File: config.mk
export PLATFORM = sky130hd
export DESIGN_NAME = lnk_detect_ctl
export DESIGN_NICKNAME = d
export VERILOG_FILES = /design/src/rtl/lnk_detect_ctl.sv
export SDC_FILE = /design/constraint.sdc
export NUM_CORES = 1
export LEC_CHECK = 0
export ABC_AREA = 1
export BUFFER_PORTS_ARGS = -buffer_cell sky130_fd_sc_hd__buf_2
export CORE_ASPECT_RATIO = 0.6
export CORE_MARGIN = 8
export CORE_UTILIZATION = 30
export CTS_CLUSTER_SIZE = 12
export DETAILED_ROUTE_END_ITERATION = 8
export PLACE_DENSITY_LB_ADDON = 0.15
export SLEW_MARGIN = 15
export SYNTH_ARGS = -nofsm -noshare
export SYNTH_HDL_FRONTEND = slang
export SYNTH_SLANG_ARGS = --single-unit
File: constraint.sdc
create_clock -name clk -period 4.3 [get_ports clk]
set_input_delay 1.075 -clock clk [delete_from_list [all_inputs] [get_ports clk]]
set_output_delay 1.075 -clock clk [all_outputs]
set_load 0.1 [all_outputs]
File: src/rtl/lnk_detect_ctl.sv
module lnk_detect_ctl #(
  parameter int LANES      = 4,
  parameter int DW         = 8,
  parameter int CYC_PER_US = 100,
  parameter int TO_US      = 12000,
  parameter int MIN1_US    = 100,
  parameter int MIN2_US    = 1000,
  parameter int MIN3_US    = 2000
) (
  input  logic             clk,
  input  logic             rst_n,
  input  logic [LANES-1:0] lane_assign,
  input  logic [LANES-1:0] lane_eidle,
  output logic             det_req,
  input  logic             det_done,
  input  logic [LANES-1:0] det_rx,
  output logic [LANES-1:0] rx_found,
  output logic             go_poll,
  output logic             in_quiet,
  input  logic             reg_wr,
  input  logic             reg_fld_wr,
  input  logic [DW-1:0]    reg_wdata,
  output logic [DW-1:0]    reg_rdata
);
  localparam int TO_CYC = TO_US * CYC_PER_US;
  localparam int TW     = $clog2(TO_CYC + 1);
  localparam logic [1:0] S_QUIET = 2'd0, S_REQ = 2'd1, S_WAIT = 2'd2, S_POLL = 2'd3;

  logic [1:0]    st;
  logic [TW-1:0] tmr;
  logic [TW-1:0] min_cyc;
  logic [DW-1:0] ctl;
  logic          idle_exit, tmo, q_exit, rx_hit;

  always_comb begin
    case (ctl[2:1])
      2'd0:    min_cyc = '0;
      2'd1:    min_cyc = TW'(MIN1_US * CYC_PER_US);
      2'd2:    min_cyc = TW'(MIN2_US * CYC_PER_US);
      default: min_cyc = TW'(MIN3_US * CYC_PER_US);
    endcase
  end

  assign idle_exit = |(~lane_eidle & lane_assign);
  assign tmo       = (tmr == TW'(TO_CYC - 1));
  assign q_exit    = tmo || (idle_exit && (tmr >= min_cyc));
  assign rx_hit    = |(det_rx & lane_assign);

  always_ff @(posedge clk) begin
    if (!rst_n) begin
      st       <= S_QUIET;
      tmr      <= '0;
      ctl      <= '0;
      rx_found <= '0;
    end else begin
      if (reg_wr)
        ctl <= reg_wdata;
      else if (reg_fld_wr)
        ctl[2:1] <= reg_wdata[2:1];
      case (st)
        S_QUIET:
          if (q_exit) begin
            st  <= S_REQ;
            tmr <= '0;
          end else begin
            tmr <= tmr + 1'b1;
          end
        S_REQ: st <= S_WAIT;
        S_WAIT:
          if (det_done) begin
            rx_found <= det_rx & lane_assign;
            if (rx_hit) begin
              st <= S_POLL;
            end else begin
              st  <= S_QUIET;
              tmr <= '0;
            end
          end
        default: ;
      endcase
    end
  end

  assign det_req   = (st == S_REQ);
  assign go_poll   = (st == S_POLL);
  assign in_quiet  = (st == S_QUIET);
  assign reg_rdata = ctl;
endmodule


-- Word level (Yosys, flattened, before mapping)
Index checks and enable logic that the tools add are counted.
- flip-flop bits (word level): 35
- input port bits: 25
- output and inout bits: 15
- add/subtract/negate cells: 1
- $lt $le $gt $ge: 1
- equality and inequality tests: 9
- multiplexer cells: 11
- bitwise gates (word level): 3
- reduce and logical (&&, ||, !) cells: 12
- operator list (cell ; number):
    21-bit 2-to-1 mux ; 3
    18-bit one-hot mux with 3 select lines ; 1
    21-bit one-hot mux with 2 select lines ; 1
    21-bit by 1-bit adder with 21-bit output, second input constant ; 1
    21-bit equality test, second input constant ; 1
    21-bit >= comparator ; 1
    2-bit 2-to-1 mux ; 5
    4-bit AND ; 2
    4-bit OR reduction ; 2
    2-bit equality test, second input constant ; 3
    2-bit one-hot mux with 3 select lines ; 1
    3-bit AND reduction ; 2
    2-bit by 1-bit equality test with 1-bit output, second input constant ; 2
    2-bit zero test ; 2
    2-bit != test, second input constant ; 2
    4-bit inverter ; 1
    2-bit nonzero test ; 2
    3-bit nonzero test ; 1
    2-bit by 1-bit != test with 1-bit output, second input constant ; 1
    2-bit AND reduction ; 1
    1-bit logical AND ; 1
    1-bit logical OR ; 1

-- Logic depth before layout (Yosys ltp)
- depth in word-level cells: 7
- depth in mapped cells: 18
- gate-level depth less buffers: 17

-- Least setup slack after synthesis
OpenSTA, ideal clock, no wires.
- kind: reg-to-reg
- from: register ctl[2] (netlist: reg_rdata[2])
- to: register tmr[13]
- library setup time: 0.119 ns
- data arrival time: 2.720 ns
- required time: 4.181 ns
- path slack: 1.461 ns
- cell stages (with the launch flop): 19
- buffers on the path: 1
- period minus slack after synthesis: 2.839 ns
- cell sequence: dfxtp_1 inv_1 ha_1 inv_1 ha_1 nand2_1 nor2_1 nand3_1 nand2_1 inv_1 nand2_1 nand2_1 nand2_1 nand2_2 nand3_2 nand2_4 nand2_4 buf_12 nor2_2
- cells in the longest elaborated chain, start to end: 7
- ends and longest elaborated chain (element ; RTL line ; source):
    from (decl) ; 32 ; logic [DW-1:0] ctl;
    from (signal assigned) ; 57 ; ctl <= reg_wdata;
    from (signal assigned) ; 59 ; ctl[2:1] <= reg_wdata[2:1];
    2-bit equality test, or another cell as far along ; 36 ; case (ctl[2:1])
    18-bit one-hot mux with 3 select lines * ; 36 ;
    21-bit >= comparator * ; 46 ; assign q_exit = tmo || (idle_exit && (tmr >= min_cyc));
    1-bit logical AND * ; 46 ;
    1-bit logical OR * ; 46 ;
    21-bit 2-to-1 mux * ; 62 ; if (q_exit) begin
    21-bit one-hot mux with 2 select lines * ; 60 ; case (st)
    to (signal assigned) ; 66 ; tmr <= tmr + 1'b1;
    to (decl) ; 30 ; logic [TW-1:0] tmr;
Every way passes the cells marked *; elsewhere a longest branch is shown, timed or not.
A chain may end at the register's enable or synchronous reset.

-- Worst setup path after layout
- from: input lane_assign[0]
- to: register tmr[15]
- cells in the longest elaborated chain, start to end: 6
- ends and longest elaborated chain (element ; RTL line ; source):
    from (decl) ; 12 ; input logic [LANES-1:0] lane_assign,
    4-bit AND ; 44 ; assign idle_exit = |(~lane_eidle & lane_assign);
    4-bit OR reduction ; 44 ;
    1-bit logical AND ; 46 ;
    1-bit logical OR ; 46 ;
    21-bit 2-to-1 mux ; 62 ;
    21-bit one-hot mux with 2 select lines ; 60 ;
Parallel ways exist; a longest one is shown, timed or not.

==> flow_summary.yaml <==
clocking:
  tritoncts_clock_tree: "yes"
  cts-root-buf: "sky130_fd_sc_hd__clkbuf_16"
  clk_path_buf_depth: 2
  cts_hold_repair.buffers: 0
  worstSkewPairLatency_ns: 0.28
  postcts_setup_bufs: 0
  ctsHtreeMaxLevel: 2
  clk_pin_slew_worst_paths_ns: 0.06
  tritoncts_num_sinks: 35
  post_cts.resized_instances: 0
  cts_inserted_buffers: 5
synthesis:
  synth.yosys.seq_area_share: 0.312
  asyncSetResetFlopFracSynth: 0
  ys_types: 31
  synth_warnings: 0
  post-synth-top-area-cell: "sky130_fd_sc_hd__dfxtp_1"
  number_of_storage_elements_in_the_synthesis_netlist: 35
  yosys-mux-area-fraction: 0
  synth_xor_area_frac: 0.0351
  post_synthesis_cells: 324
  ys_top_cells_by_area: "sky130_fd_sc_hd__dfxtp_1 31%, sky130_fd_sc_hd__ha_1 12%, sky130_fd_sc_hd__nand2_1 9.5%"
  synthAdderAreaFrac: 0.123
  synth-main-ff-cell: "sky130_fd_sc_hd__dfxtp_1"
  synth_fp_nets: 371
  synth.top_cell.area_share: 0.312
  synth-simple-area-share: 0.341
  synth-edff-count: 0
  post_synth.cell_area_avg_sq_um: 6.93
  combinational_family_with_the_most_area_after_synthesis: "simple AND/OR/NAND/NOR gates"
  mappedNetlistArea_sq_um: 2250
  synth_compound_area_frac: 0.0992
timing:
  tightest_slew_ns: 0.492
  fmaxAchievable_mhz: 379
  finalCritPeriodShare: 0.613
  finalHoldViolCount: 0
  final-setup-viol-count: 0
  final_critical_delay_including_setup_and_external_delays_ns: 2.64
  setup_tns_ns: 0
  finalClockSkew_ns: 0.00332
  worst_relative_slew_slack: 0.675
  setup_repair_after_global_routing_missed_its_margin: "false"
  final_max_slew_violation_count: 0
grt:
  grt_first_pass_wirelength_mm: 9.70
  largest_net_degree_at_the_start_of_global_routing: 22
  antenna_found_initial: 0
  global_route.usage.total: 0.114
  grt.overflow.total: 0
  vias_in_the_first_global_route: 1916
drt:
  detail_route.drc_violations: 0
  detailedRoute.firstPassIterationCount: 4
  totalWireLength_mm: 5.77
  final_antenna_net_count: 0
  dr.first_iter.drc_count: 143
  vias: 2085
  drt-vias-per-instance: 4.44
  post_drt_wl_per_cell_um: 12.3
outcome:
  outcome: "completed"
cells_and_area:
  finish.instance_area_sq_um: 2730
  fraction_of_final_layout_cells_with_drive_strength_greater_than_1: 0.172
  instances_no_fill: 470
  mostFrequentLayoutCell: "sky130_fd_sc_hd__nand2_1"
  most-common-layout-cells: "57 x sky130_fd_sc_hd__nand2_1, 54 x sky130_fd_sc_hd__nor2_1, 44 x sky130_fd_sc_hd__inv_1"
  antenna_cells_inserted: 0
  nNetsFinal: 412
  syn_to_final_growth_pct: 21.4
  post-route-util: 0.375
place:
  place_inst: 462
  dp_hpwl_mm: 4.74
  port-buffer-count: 39
  finalWeightedCongestion: 0.850
  dpl-instance-area_sq_um: 2530
critical_path:
  timing.setup.critical_path_class: "input pin to flip-flop"
  cp_slowest_stage_delay_ns: 0.42
  critical_path.max_fanout: 12
  crit_path_end_kind: "flip-flop"
  crit_path_cell_trace: "buf_2, nand2_1, nand2_1, o21ai_1, nand2_1, inv_1, nand4_1, o21bai_1, nand3_1, nor2_1"
  start_kind: "input pin"
  timing.critical_path.arrival_ns: 2.85
  worst-endpoint-required_ns: 4.52
  cp_common_cell: "sky130_fd_sc_hd__nand2_1"
  crit_path_top_delay_cell: "sky130_fd_sc_hd__inv_1"
die:
  ioPinCount: 40
  core-area_sq_um: 7270
  fp.dieArea_sq_um: 10600
  chipHeight_um: 83.0
  row_count: 24
  floorplan.die.width_um: 128
  initial_core_util: 0.309
flow_run:
  timing.max_cap.violations: 0
pwr:
  power.density_nw_per_um2: 497
  worst_ir_drop_vdd_v: 0.000233
  power.leakage_nw: 1.25
hold_path:
  hold_path.class: "flip-flop to flip-flop"
-- sequential cells by signal, indices dropped and copies added (netlist names) --
register and count:
tmr 21, reg_rdata 8, rx_found 4, st 2
-- path summary, 6_finish.rpt --
kind	from	endpoint	slack, ns	cells after the start
max	lane_assign[0]	tmr[15]	1.66	10
min	reg_rdata[7]	reg_rdata[7]	0.49	2
max reg2reg	reg_rdata[2]	tmr[4]	1.92	17
min reg2reg	reg_rdata[7]	reg_rdata[7]	0.49	2
-- where the power goes --
group / internal, mW / leakage, nW / switching (mW)
clock: 0.332 / 0.0900 / 0.138
combinational: 0.111 / 0.876 / 0.399
sequential: 0.354 / 0.285 / 0.0225
total: 0.797 / 1.25 / 0.559
-- cell usage after synthesis, types with 2 or more instances --
| cell type | n |
|---|---|
| sky130_fd_sc_hd__inv_1 | 44 |
| sky130_fd_sc_hd__nor2_2 | 8 |
| sky130_fd_sc_hd__dfxtp_1 | 35 |
| sky130_fd_sc_hd__clkbuf_1 | 2 |
| sky130_fd_sc_hd__nor2_4 | 2 |
| sky130_fd_sc_hd__xor2_1 | 9 |
| sky130_fd_sc_hd__ha_1 | 22 |
| sky130_fd_sc_hd__or2_0 | 2 |
| sky130_fd_sc_hd__nand3_1 | 19 |
| sky130_fd_sc_hd__nor3_1 | 8 |
| sky130_fd_sc_hd__a21oi_1 | 14 |
| sky130_fd_sc_hd__o21ai_0 | 22 |
| sky130_fd_sc_hd__nor2_1 | 54 |
| sky130_fd_sc_hd__nand2_4 | 2 |
| sky130_fd_sc_hd__nand4_1 | 8 |
| sky130_fd_sc_hd__nand2_1 | 57 |
| sky130_fd_sc_hd__buf_2 | 2 |
-- area by class of cell --
class	instances	area, sq um
fillers	790	4540
clock inverters	3	67.6
repair buffers	39	195
inverters	44	165
multi-input cells	240	1340
clock buffers	5	125
flip-flops and latches	35	701
well taps	104	130
-- logic make-up (layout without fill, tap and decap cells) --
family,after synthesis,in the layout
compound gates,42,42
flops,35,35
simple gates,167,167
xor+xnor,9,9
fa+ha+maj,22,22
buf+inv,49,91
-- routing by layer --
layer  track usage  wire length (um)  vias to the layer above
met5             0                 0                        -
li1              -                 -                     1129
met2         0.136              1990                       61
met3        0.0402               497                        2
met1         0.181              3280                      893
met4        0.0215                 8                        0
-- worst max-delay path: cells and delay by family --
family	cells	cell delay, ns
buf+inv	2	0.53
simple gates	6	0.87
compound gates	2	0.37
-- per-stage QoR --
step                      setup slack, ns  power [mW]  hold slack [ns]
after floorplan                      1.46       0.817            0.468
after global placement               1.48       0.895            0.472
after detailed placement             1.42       0.893            0.480
after CTS                            1.70        1.37            0.496
after global routing                 1.45        1.44            0.523
final                                1.66        1.36            0.491
Note: power is estimated with default switching activity, not from simulation.
